<file path="src/rtl/useq_pkg.sv">
package useq_pkg;

  localparam int UPC_W = 6;

  localparam logic [UPC_W-1:0] UA_FETCH0  = 6'd18;
  localparam logic [UPC_W-1:0] UA_FETCH1  = 6'd33;
  localparam logic [UPC_W-1:0] UA_FETCH2  = 6'd35;
  localparam logic [UPC_W-1:0] UA_DECODE  = 6'd32;
  localparam logic [UPC_W-1:0] UA_BR      = 6'd0;
  localparam logic [UPC_W-1:0] UA_LDW     = 6'd6;
  localparam logic [UPC_W-1:0] UA_LDW_RD  = 6'd25;
  localparam logic [UPC_W-1:0] UA_LDW_WB  = 6'd27;

  typedef enum logic [1:0] {
    NX_JUMP = 2'd0,
    NX_WAIT = 2'd1,
    NX_DISP = 2'd2
  } nxt_e;

  // datapath controls carried by one control word
  typedef struct packed {
    logic ld_mar;
    logic ld_mdr;
    logic ld_ir;
    logic ld_pc;
    logic ld_ben;
    logic ld_reg;
    logic ld_cc;
    logic g_pc;     // PC drives bus
    logic g_mdr;    // MDR drives bus
    logic g_adr;    // address adder drives bus
    logic pc_inc;   // PC source: PC+2 instead of bus
    logic br_cond;  // PC load qualified by branch-enable
    logic a1_pc;    // adder base: PC instead of register
    logic a2_off9;  // adder offset: 9-bit field instead of 6-bit
  } ctl_t;

  typedef struct packed {
    nxt_e             mode;
    logic [UPC_W-1:0] j;
    logic             mem_rd;
    ctl_t             ctl;
  } uword_t;

endpackage

</file>
<file path="src/rtl/useq_rom.sv">
module useq_rom
  import useq_pkg::*;
(
  input  logic [UPC_W-1:0] upc,
  output uword_t           uw
);

  always_comb begin
    uw      = '0;
    uw.mode = NX_JUMP;
    uw.j    = UA_FETCH0;          // unlisted words return to fetch
    case (upc)
      UA_FETCH0: begin
        uw.j          = UA_FETCH1;
        uw.ctl.g_pc   = 1'b1;
        uw.ctl.ld_mar = 1'b1;
        uw.ctl.ld_pc  = 1'b1;
        uw.ctl.pc_inc = 1'b1;
      end
      UA_FETCH1: begin
        uw.mode       = NX_WAIT;
        uw.j          = UA_FETCH2;
        uw.mem_rd     = 1'b1;
        uw.ctl.ld_mdr = 1'b1;
      end
      UA_FETCH2: begin
        uw.j          = UA_DECODE;
        uw.ctl.g_mdr  = 1'b1;
        uw.ctl.ld_ir  = 1'b1;
      end
      UA_DECODE: begin
        uw.mode       = NX_DISP;
        uw.ctl.ld_ben = 1'b1;
      end
      UA_BR: begin
        uw.ctl.a1_pc   = 1'b1;
        uw.ctl.a2_off9 = 1'b1;
        uw.ctl.g_adr   = 1'b1;
        uw.ctl.ld_pc   = 1'b1;
        uw.ctl.br_cond = 1'b1;
      end
      UA_LDW: begin
        uw.j          = UA_LDW_RD;
        uw.ctl.g_adr  = 1'b1;
        uw.ctl.ld_mar = 1'b1;
      end
      UA_LDW_RD: begin
        uw.mode       = NX_WAIT;
        uw.j          = UA_LDW_WB;
        uw.mem_rd     = 1'b1;
        uw.ctl.ld_mdr = 1'b1;
      end
      UA_LDW_WB: begin
        uw.ctl.g_mdr  = 1'b1;
        uw.ctl.ld_reg = 1'b1;
        uw.ctl.ld_cc  = 1'b1;
      end
      default: ;
    endcase
  end

endmodule

</file>
<file path="src/rtl/useq_next.sv">
module useq_next
  import useq_pkg::*;
(
  input  logic             clk,
  input  logic             rst_n,
  input  nxt_e             mode,
  input  logic [UPC_W-1:0] jaddr,
  input  logic             mem_ready,
  input  logic [3:0]       opcode,
  output logic [UPC_W-1:0] upc
);

  logic [UPC_W-1:0] upc_d;

  always_comb begin
    case (mode)
      NX_WAIT: upc_d = mem_ready ? jaddr : upc;
      NX_DISP: upc_d = {{(UPC_W-4){1'b0}}, opcode};
      default: upc_d = jaddr;
    endcase
  end

  always_ff @(posedge clk or negedge rst_n) begin
    if (!rst_n) upc <= UA_FETCH0;
    else        upc <= upc_d;
  end

endmodule

</file>
<file path="src/rtl/useq_dp.sv">
module useq_dp
  import useq_pkg::*;
#(
  parameter int DW   = 16,
  parameter int RSEL = 3
) (
  input  logic            clk,
  input  logic            rst_n,
  input  ctl_t            ctl,
  input  logic [DW-1:0]   mem_rdata,
  input  logic            mem_ready,
  input  logic [RSEL-1:0] dbg_sel,
  output logic [DW-1:0]   mar,
  output logic [DW-1:0]   ir,
  output logic [DW-1:0]   pc,
  output logic [2:0]      cc,
  output logic            ben,
  output logic [DW-1:0]   dbg_data
);

  localparam int NREG = 1 << RSEL;

  logic [DW-1:0] mdr;
  logic [DW-1:0] rf [NREG];

  logic [RSEL-1:0] dr, sr1;
  logic [DW-1:0]   base, off6, off9, a1, a2, adr, bus, pc_d;
  logic [2:0]      cc_d;
  logic            ben_d, pc_en, mdr_en;

  assign dr   = ir[11:9];
  assign sr1  = ir[8:6];
  assign base = rf[sr1];
  assign off6 = {{(DW-7){ir[5]}}, ir[5:0], 1'b0};
  assign off9 = {{(DW-10){ir[8]}}, ir[8:0], 1'b0};

  always_comb begin
    a1  = ctl.a1_pc   ? pc   : base;
    a2  = ctl.a2_off9 ? off9 : off6;
    adr = a1 + a2;
    // wired bus: each gate stands for one tri-state driver
    bus = ({DW{ctl.g_pc}}  & pc)  |
          ({DW{ctl.g_mdr}} & mdr) |
          ({DW{ctl.g_adr}} & adr);
    pc_d    = ctl.pc_inc ? pc + DW'(2) : bus;
    pc_en   = ctl.ld_pc & (~ctl.br_cond | ben);
    mdr_en  = ctl.ld_mdr & mem_ready;
    cc_d[2] = bus[DW-1];
    cc_d[1] = (bus == '0);
    cc_d[0] = ~bus[DW-1] & (bus != '0);
    ben_d   = |(ir[11:9] & cc);
  end

  always_ff @(posedge clk or negedge rst_n) begin
    if (!rst_n) begin
      pc  <= '0;
      mar <= '0;
      mdr <= '0;
      ir  <= '0;
      cc  <= 3'b010;
      ben <= 1'b0;
    end else begin
      if (pc_en)      pc  <= pc_d;
      if (ctl.ld_mar) mar <= bus;
      if (mdr_en)     mdr <= mem_rdata;
      if (ctl.ld_ir)  ir  <= bus;
      if (ctl.ld_cc)  cc  <= cc_d;
      if (ctl.ld_ben) ben <= ben_d;
    end
  end

  for (genvar g = 0; g < NREG; g++) begin : g_rf
    always_ff @(posedge clk or negedge rst_n) begin
      if (!rst_n)                              rf[g] <= '0;
      else if (ctl.ld_reg && dr == RSEL'(g))   rf[g] <= bus;
    end
  end

  assign dbg_data = rf[dbg_sel];

endmodule

</file>
<file path="src/rtl/useq_core.sv">
module useq_core
  import useq_pkg::*;
#(
  parameter int DW = 16
) (
  input  logic             clk,
  input  logic             rst_n,
  output logic             mem_rd,
  output logic [DW-1:0]    mem_addr,
  input  logic [DW-1:0]    mem_rdata,
  input  logic             mem_ready,
  input  logic [2:0]       dbg_sel,
  output logic [DW-1:0]    dbg_data,
  output logic [DW-1:0]    pc,
  output logic [2:0]       cc,
  output logic             ben,
  output logic [UPC_W-1:0] upc
);

  logic [1:0]    rst_sync;
  logic          rst_int_n;
  uword_t        uw;
  logic [DW-1:0] ir_w;
  logic [2:0]    bus_gates;

  always_ff @(posedge clk or negedge rst_n) begin
    if (!rst_n) rst_sync <= 2'b00;
    else        rst_sync <= {rst_sync[0], 1'b1};
  end
  assign rst_int_n = rst_sync[1];

  useq_rom u_rom (
    .upc (upc),
    .uw  (uw)
  );

  useq_next u_next (
    .clk       (clk),
    .rst_n     (rst_int_n),
    .mode      (uw.mode),
    .jaddr     (uw.j),
    .mem_ready (mem_ready),
    .opcode    (ir_w[15:12]),
    .upc       (upc)
  );

  useq_dp #(.DW(DW), .RSEL(3)) u_dp (
    .clk       (clk),
    .rst_n     (rst_int_n),
    .ctl       (uw.ctl),
    .mem_rdata (mem_rdata),
    .mem_ready (mem_ready),
    .dbg_sel   (dbg_sel),
    .mar       (mem_addr),
    .ir        (ir_w),
    .pc        (pc),
    .cc        (cc),
    .ben       (ben),
    .dbg_data  (dbg_data)
  );

  assign mem_rd    = uw.mem_rd;
  assign bus_gates = {uw.ctl.g_pc, uw.ctl.g_mdr, uw.ctl.g_adr};

endmodule

</file>
<file path="config.mk">
export PLATFORM = sky130hd
export DESIGN_NAME = useq_core
export DESIGN_NICKNAME = d
export VERILOG_FILES = /design/src/rtl/useq_pkg.sv /design/src/rtl/useq_rom.sv /design/src/rtl/useq_next.sv /design/src/rtl/useq_dp.sv /design/src/rtl/useq_core.sv
export SDC_FILE = /design/constraint.sdc
export NUM_CORES = 1
export LEC_CHECK = 0
export BUFFER_PORTS_ARGS = -buffer_cell sky130_fd_sc_hd__clkbuf_2
export CELL_PAD_IN_SITES_DETAIL_PLACEMENT = 0
export CELL_PAD_IN_SITES_GLOBAL_PLACEMENT = 1
export CORE_AREA = 2 2 179 181
export DETAILED_ROUTE_END_ITERATION = 7
export DIE_AREA = 0 0 181 183
export GPL_TIMING_DRIVEN = 0
export PLACE_DENSITY = 0.68
export SLEW_MARGIN = 20
export SYNTH_ARGS = -nofsm -noshare
export SYNTH_HDL_FRONTEND = slang
export SYNTH_SLANG_ARGS = --single-unit
export TNS_END_PERCENT = 100
</file>
<file path="constraint.sdc">
create_clock -name clk -period 19.3 [get_ports clk]
set_input_delay 2.895 -clock clk [delete_from_list [all_inputs] [get_ports clk]]
set_output_delay 2.895 -clock clk [all_outputs]
set_load 0.005 [all_outputs]
</file>
==> metrics.md, run 1 <==
| Metric | Value |
|---|---|
| Top-area cell type share of the netlist area | `a little under half` |
| CTS tree | `yes` |
| Prevailing post-synth register cell | `dfrtp_1` |
| Worst setup EP type | `output pin` |
| Global-route wire length before repair | `between 50 and 60 mm` |
| Endpoints failing setup | `0` |
| # rows | `65` |
| Initial antenna violation count | `0` |
| Core box area | `approximately 0.031 sq mm` |
| N_diodes | `0` |
| Htree depth | `1` |
| Power Total | `~1.4 mW` |
| Ys async rst share | `100%` |
| PortBufs | `about 80` |
| Area Overhead vs Synth | `17.4%` |
| Post-synth cell types | `~60` |
| Warning count from the yosys run | `0` |
| R2r worst-path depth | `16` |
| Die footprint | `between 0.03 and 0.04 sq mm` |
| Final ANT Viol Nets | `0` |
| Internal power | `roughly 0.94 mW` |
| Worst VDD drop | `about 78 uV` |
| Critical Path RT | `approximately 16 ns` |
| Crit-path max FO | `10` |
| Slew Limit Fails | `0` |
| Syn Std Cell Area | `about 0.011 sq mm` |
| Setup Buffers After CTS | `0` |
| Routed WL | `approximately 34 mm` |
| Worst-Skew Late Latency | `roughly 0.55 ns` |
| Worst-margin pin slew | `0.943 ns` |
| Mapped Cells | `1026` |
| Initial Util | `between 30 and 40%` |
| Hold-fix buffers at CTS | `0` |
| Fraction of layout cells with a size suffix above 1 | `~21%` |
| Die Height | `roughly 180 um` |
| Nets | `between 1000 and 1500` |
| Pre-CTS setup slack | `between 10 and 15 ns` |
| Final Critical Period | `between 7 and 8 ns` |
| Avg Vias per Cell | `about 5.6` |
| Setup CP Type | `input pin to output pin` |
| Sequential Power Share | `about two fifths` |
| Largest cells by area after synthesis | `dfrtp_1 47%, mux4_2 13%, o21ai_0 5.3%` |
| Vias in the first global route | `8400` |
| Routed vias | `~8600` |
| Headroom to the max-slew limit | `37.1%` |
| Leakage | `between 5 and 6 nW` |
| Min-delay worst type | `flop to async pin` |
| Sum of negative setup slack | `0 ns` |
| Clk pin slew, worst setup/hold paths | `about 0.06 ns` |
| Critical path arrival | `5.05 ns` |
| Root Buffer | `clkbuf_16` |
| GRT overflow | `0` |
| Wire per inst | `between 20 and 25 um` |
| Largest net degree at the start of global routing | `between 50 and 60` |
| Num CTS Buffers | `24` |
| Gates resized, CTS repair | `0` |
| FF+latch count, synth | `about 200` |
| Clk sink count | `204` |
| Sw power | `roughly 0.50 mW` |
| GR Util All Layers | `approximately a fifth` |
| Synthesized Nets | `around 1100` |
| Internal reg-to-reg setup slack | `13.53 ns` |
| Worst setup margin | `between 10 and 15 ns` |
| DRC | `0` |
| Clock network fraction of total power | `between 30 and 40%` |
| HPWL after DPL | `24.9 mm` |
| Clock Skew | `~0.032 ns` |
| Max clock buf depth | `3` |
| PD cells | `approximately 110 mW/mm^2` |
| Combinational share of power | `~27%` |
| Reg-to-Reg End | `u_dp.pc[15]$_DFFE_PN0P_` |
| Period utilisation layout | `around 41%` |
| Number of detailed-routing iterations run before antenna repair | `6` |
| Reg-to-Reg Start | `u_dp.ir[6]$_DFFE_PN0P_` |
| Mapped Avg Cell Area | `around 10 sq um` |
| Sequential area share after synthesis | `between 40% and 50%` |
| Switching Fraction | `a little over a third` |
| GPL Wtd Cong | `0.837` |
| Drt first-iter violations | `about 840` |
| # IOs | `81` |
| RSZ-0062 raised after global routing | `no` |
| Status | `finished clean` |
| Max-cap violations | `0` |
| Critical path launch point type | `input pin` |
| DIE WIDTH | `181 um` |
| Number of synthesized flops with an enable pin | `0` |
| Final hold vios | `0` |
| Synth area leader | `dfrtp_1` |
| Fmax | `126 MHz` |
## stage by stage
step	instances	area [sq um]	hold WS, ns	util [%]
final	1554	12600	0.242	40.4
after global routing	1554	12600	0.277	40.4
after CTS	1554	12600	0.258	40.4
after detailed placement	1510	11800	0.253	37.7
after global placement	1506	11700	0.338	37.3
after floorplan	1026	10800	0.331	-
## synth_stat cells, types with 9 or more instances
| master | count |
|---|---|
| mux4_2 | 64 |
| mux2_2 | 35 |
| buf_1 | 9 |
| dfrtp_1 | 201 |
| a222oi_1 | 12 |
| nand2_1 | 127 |
| ha_1 | 15 |
| nor2_1 | 100 |
| mux2i_1 | 16 |
| a21oi_1 | 98 |
| nand3_1 | 11 |
| o21ai_0 | 114 |
| buf_2 | 11 |
| inv_1 | 9 |
| clkbuf_1 | 71 |
## flip-flops by register name, summed over array words and instances (netlist names)
register / cells
u_dp.rf: 128
u_dp.pc: 16
u_dp.mdr: 16
u_dp.ben: 1
u_next.upc: 6
rst_sync: 2
u_dp.cc: 3
u_dp.ir: 16
u_dp.mar: 16
## layout by cell type, fill, tap and decap left out, types with 5 or more instances in the layout
cell / n
o21a_1: 5
nand2_1: 127
xor2_1: 7
and4_1: 5
xnor2_1: 5
a21oi_1: 98
and2_1: 5
buf_1: 9
mux2i_1: 16
inv_1: 9
mux2_2: 35
o221ai_1: 5
a222oi_1: 12
clkbuf_2: 78
nand4_1: 6
a221oi_1: 5
buf_2: 11
and3_1: 8
mux4_2: 64
nor2_1: 100
nand3_1: 11
a31oi_1: 6
clkbuf_16: 24
dfrtp_1: 200
a22oi_1: 6
clkinv_2: 6
o21ai_0: 114
nor3_1: 8
ha_1: 15
clkbuf_1: 73
## worst max-delay path by stage
stage / start / to / slack [ns] / cells past startpoint
4_1_cts: dbg_sel[0] / dbg_data[6] / 11.28 / 5
3_3_place_gp: rst_sync[1]$_DFF_PN0_ / u_dp.mdr[8]$_DFFE_PN0P_ / 10.52 / 0
6_report: dbg_sel[0] / dbg_data[6] / 11.36 / 5
3_5_place_dp: dbg_sel[0] / dbg_data[6] / 11.29 / 5
2_1_floorplan: dbg_sel[0] / dbg_data[0] / 11.92 / 4
5_1_grt: dbg_sel[0] / dbg_data[8] / 11.18 / 5
## layer usage
| metal | up-vias | share of wire, % | track usage [%] |
|---|---|---|---|
| met5 | - | 0 | 0 |
| li1 | 3968 | - | - |
| met2 | 257 | 46 | 32.6 |
| met1 | 4362 | 47 | 30.5 |
| met3 | 46 | 5.5 | 2.96 |
| met4 | 0 | 1.8 | 3.87 |
## cell type report
cell class                 count  area, sq um
buffer                        91          355
clock buffer                  30          663
clock inverter                14          204
fill                        3117        18600
inverter                      10         37.5
multi-input combinational    721         5260
sequential                   204         5110
tap                          402          503
timing repair buffer          82          493
## worst max-delay path, stage by stage
cell      delay (ns)
clkbuf_1        0.36
buf_1           0.74
mux4_2          0.62
mux2_2          0.30
clkbuf_2        0.12
## logic make-up after synthesis
| kind of cell | after synthesis | share of synthesized area (%) |
|---|---|---|
| xor gates and xnor gates | 12 | 0.977 |
| and+or+nand+nor | 302 | 12.7 |
| other | 1 | 0.0349 |
| adders and majority gates | 16 | 1.93 |
| DFF | 204 | 47.5 |
| buffers and inverters | 101 | 3.65 |
| AOI/OAI and AO/OA | 275 | 14.6 |
| muxes | 115 | 18.5 |
## power groups by stage
stage	clock network, mW	logic [mW]	registers, mW
after detailed placement	0	0.393	0.556
after global placement	0	0.378	0.565
after floorplan	0	0.251	0.542
after CTS	0.503	0.395	0.550
final	0.495	0.393	0.551
after global routing	0.522	0.432	0.558
Power figures use the tool's default switching activity.
==> run 2: changes to the inputs <==
- ABC_AREA: unset -> 1
- CORE_AREA: 2 2 179 181 -> 2 2 184 186
- DIE_AREA: 0 0 181 183 -> 0 0 186 188
- PLACE_DENSITY: 0.68 -> 0.74
- clock period: 19.3 -> 7.08 ns (I/O delays scaled with it)
==> run 2 against run 1 <==
Against the previous run: wire length grew 33%; cell count up 34%; sequential power rose to 2.7 times the previous value; synthesized cell count up 47%; critical path type is now flop to flop; critical endpoint is now u_dp.cc[0]$_DFFE_PN0P_; largest power group is now combinational cells.
==> metrics.md, run 2 <==
| Metric | Value |
|---|---|
| Critical Path RT | `7.50 ns (-8.91 ns)` |
| Max-cap violations | `0 (unchanged)` |
| PD cells | `392 mW/mm^2 (+240%)` |
| Post-synth cell types | `44 (-28%)` |
| Ys async rst share | `100% (unchanged)` |
| Sequential area share after synthesis | `44.7% (-2.8 points)` |
| Period utilisation layout | `68.8%` |
| Most frequent cells in the layout | `329 x nand2_1, 279 x o21ai_0, 200 x dfrtp_1` |
| Gates resized, CTS repair | `0 (unchanged)` |
| Crit-path max FO | `10 (unchanged)` |
| Num CTS Buffers | `24 (unchanged)` |
| Die Height | `188 um (+2.7%)` |
| Worst VDD drop | `204 uV (+160%)` |
| Headroom to the max-slew limit | `44.2% (+7.0 points)` |
| GR Util All Layers | `25.9% (+5.3 points)` |
| DIE WIDTH | `186 um (+2.8%)` |
| Global-route wire length before repair | `67.3 mm (+29%)` |
| Prevailing post-synth register cell | `dfrtp_1` |
| Htree depth | `1 (unchanged)` |
| Switching Fraction | `46.1% (+11 points)` |
| Synthesized Nets | `1549 (+46%)` |
| Wire per inst | `21.6 um (-0.92%)` |
| Largest cells by area after synthesis | `dfrtp_1 44%, o21ai_0 12%, nand2_1 11%` |
| Syn Std Cell Area | `0.0114 sq mm (+6.2%)` |
| GPL Wtd Cong | `1.03 (+23%)` |
| Clk pin slew, worst setup/hold paths | `0.06 ns (about the same)` |
| Sequential cell area | `0.00511 sq mm (unchanged)` |
| Fraction of layout cells with a size suffix above 1 | `12.6% (-8.8 points)` |
| Clk sink count | `204 (unchanged)` |
| RSZ-0062 raised after global routing | `no` |
| Top-area cell type share of the netlist area | `44.0% (-2.7 points)` |
| Final core utilization | `40.2% (-0.27 points)` |
| Max reg flops | `128 (unchanged)` |
| Most common cell after layout, fill and taps aside | `nand2_1` |
| Avg Vias per Cell | `5.38 (-3.2%)` |
| Number of detailed-routing iterations run before antenna repair | `6 (unchanged)` |
| Non-filler cells, final | `2086 (+34%)` |
| Hold-fix buffers at CTS | `0 (unchanged)` |
| Sum of negative setup slack | `0 ns (unchanged)` |
| GRT overflow | `0 (unchanged)` |
| Setup CP Type | `flop to flop` |
| Routed vias | `11200 (+30%)` |
| Worst-margin pin slew | `0.837 ns (-0.106 ns)` |
| PortBufs | `79 (+1.3%)` |
| # rows | `67 (+3.1%)` |
| Setup Buffers After CTS | `0 (unchanged)` |
| Final Critical Period | `a little under 5 ns` |
| Max clock buf depth | `3 (unchanged)` |
| Multi-input logic area | `0.00532 sq mm (+0.97%)` |
| Die footprint | `0.0350 sq mm (+5.6%)` |
| Vias in the first global route | `10500 (+25%)` |
| FF+latch count, synth | `204 (unchanged)` |
| Status | `finished clean` |
| Top reg by flops | `u_dp.rf` |
| Sequential Power Share | `28.5% (-9.8 points)` |
| Count leader, synth | `nand2_1` |
| Clock network fraction of total power | `25.0% (-9.4 points)` |
| Area Overhead vs Synth | `16.4%` |
| Clock Skew | `0.0120 ns (-0.0204 ns)` |
| Worst-Skew Late Latency | `0.54 ns (about the same)` |
| N_diodes | `0 (unchanged)` |
| # fillers | `3457 (+11%)` |
| Mapped Avg Cell Area | `7.56 sq um (-28%)` |
| HPWL after DPL | `34.0 mm (+36%)` |
| Dpl cells | `2042 (+35%)` |
| Slew Limit Fails | `0 (unchanged)` |
| Warning count from the yosys run | `0 (unchanged)` |
| Critical path launch point type | `flop` |
| Critical path arrival | `5.29 ns (+0.24 ns)` |
| Post-synth top cells | `329 x nand2_1, 279 x o21ai_0, 201 x dfrtp_1` |
| Largest net degree at the start of global routing | `50 (-9.1%)` |
| Number of synthesized flops with an enable pin | `0 (unchanged)` |
| Sw power | `2.40 mW (+380%)` |
| Worst setup EP type | `flop` |
| Fmax | `between 200 and 250 MHz` |
| Internal power | `2.81 mW (+200%)` |
| Initial antenna violation count | `0 (unchanged)` |
| Min-delay worst type | `flop to async pin` |
| Combinational share of power | `46.5% (+19 points)` |
| R2r worst-path depth | `21 (+5)` |
| Nets | `1658 (+41%)` |
| Routed WL | `45.1 mm (+33%)` |
| Core box area | `0.0331 sq mm (+6.0%)` |
| Mapped Cells | `1511 (+47%)` |
| Leakage | `6.15 nW (+12%)` |
| Root Buffer | `clkbuf_16` |
| Drt first-iter violations | `1216 (+45%)` |
| Final hold vios | `0 (unchanged)` |
| Endpoints failing setup | `0 (unchanged)` |
| # IOs | `81 (unchanged)` |
| DRC | `0 (unchanged)` |
| Initial Util | `34.5% (+0.062 points)` |
| CTS tree | `yes` |
| Synth area leader | `dfrtp_1` |
| Final ANT Viol Nets | `0 (unchanged)` |
==> run 2: changes by cell type in the layout (fill, tap and decap cells not counted), sizes merged, moves of 18 or more <==
cell	delta
mux2	-18
a21oi	+35
mux4	-64
inv	+149
nand3	+90
nand2	+216
o21ai	+173
nor2	-27
==> run 2: metal layers <==
metal	vias to the layer above	share of wire (%)	track usage, %
met4	0	4.3	10.1
met2	506	44	39.3
met1	5358	44	37.2
met5	-	0	0
met3	90	7.5	3.53
li1	5261	-	-
==> run 2: worst paths after layout <==
kind,startpoint,to,slack (ns)
worst max register to register,u_dp.ir[7]$_DFFE_PN0P_,u_dp.cc[0]$_DFFE_PN0P_,2.21
worst min register to register,rst_sync[1]$_DFF_PN0_,u_dp.rf[102]$_DFFE_PN0P_,0.30
min in group clk,rst_sync[0]$_DFF_PN0_,rst_sync[1]$_DFF_PN0_,0.35
worst max-delay path,u_dp.ir[7]$_DFFE_PN0P_,u_dp.cc[0]$_DFFE_PN0P_,2.21
worst min-delay path,rst_sync[1]$_DFF_PN0_,u_dp.rf[102]$_DFFE_PN0P_,0.30
max in group asynchronous,rst_sync[1]$_DFF_PN0_,u_dp.rf[35]$_DFFE_PN0P_,5.88
==> run 2: kinds of logic (layout without fill, tap and decap cells) <==
logic type,after synthesis,count (layout),synth area share [%]
XOR/XNOR,5,5,0.383
AO/OA/AOI/OAI,481,481,22.5
buffers and inverters,250,377,8.79
adder cells (fa/ha/maj),16,16,1.82
multiplexers,17,17,1.68
flip-flops,204,204,44.7
other,1,1,0.0328
AND/OR/NAND/NOR,537,537,20.1
==> run 2: stage by stage <==
| step | setup WS [ns] | area, sq um | hold slack (ns) | power (mW) |
|---|---|---|---|---|
| global placement | -1.60 | 12400 | 0.339 | 3.86 |
| floorplan | 0.980 | 11400 | 0.331 | 2.92 |
| CTS | 2.34 | 13300 | 0.293 | 5.18 |
| global route | 2.05 | 13300 | 0.300 | 5.51 |
| finish | 2.21 | 13300 | 0.300 | 5.21 |
| detailed placement | 2.36 | 12500 | 0.312 | 3.88 |
==> run 2: power groups by stage <==
stage          Combinational, mW  Clock, mW  Sequential [mW]
2_1_floorplan               1.44          0             1.48
3_3_place_gp                2.34          0             1.52
3_5_place_dp                2.37          0             1.50
4_1_cts                     2.39       1.32             1.48
5_1_grt                     2.63       1.37             1.50
6_report                    2.43       1.30             1.48
==> run 2: area by class of cell <==
cell class | count | area share [%]
multi-input cells | 1057 | 39.9
flip-flops and latches | 204 | 38.4
clock buffers | 32 | 4.97
inverters | 161 | 4.54
well taps | 448 | 4.21
repair buffers | 83 | 3.69
plain buffers | 89 | 3.01
clock inverters | 12 | 1.21
==> run 2: worst max-delay path: stages (launching register included) <==
cell and delay (ns):
dfrtp_1 0.35, buf_2 0.19, inv_1 0.18, buf_2 0.24
clkbuf_1 0.45, a21oi_1 0.08, o21ai_0 0.16, nand3_1 0.17
nand3_1 0.15, o21ai_0 0.11, ha_1 0.29, fa_1 0.49
nand2_1 0.13, nand3_1 0.17, nand2_1 0.13, nand3b_1 0.08
nand3_1 0.09, nand2_1 0.46, inv_2 0.43, nand4_1 0.17
o21ai_1 0.16, nand2_1 0.06
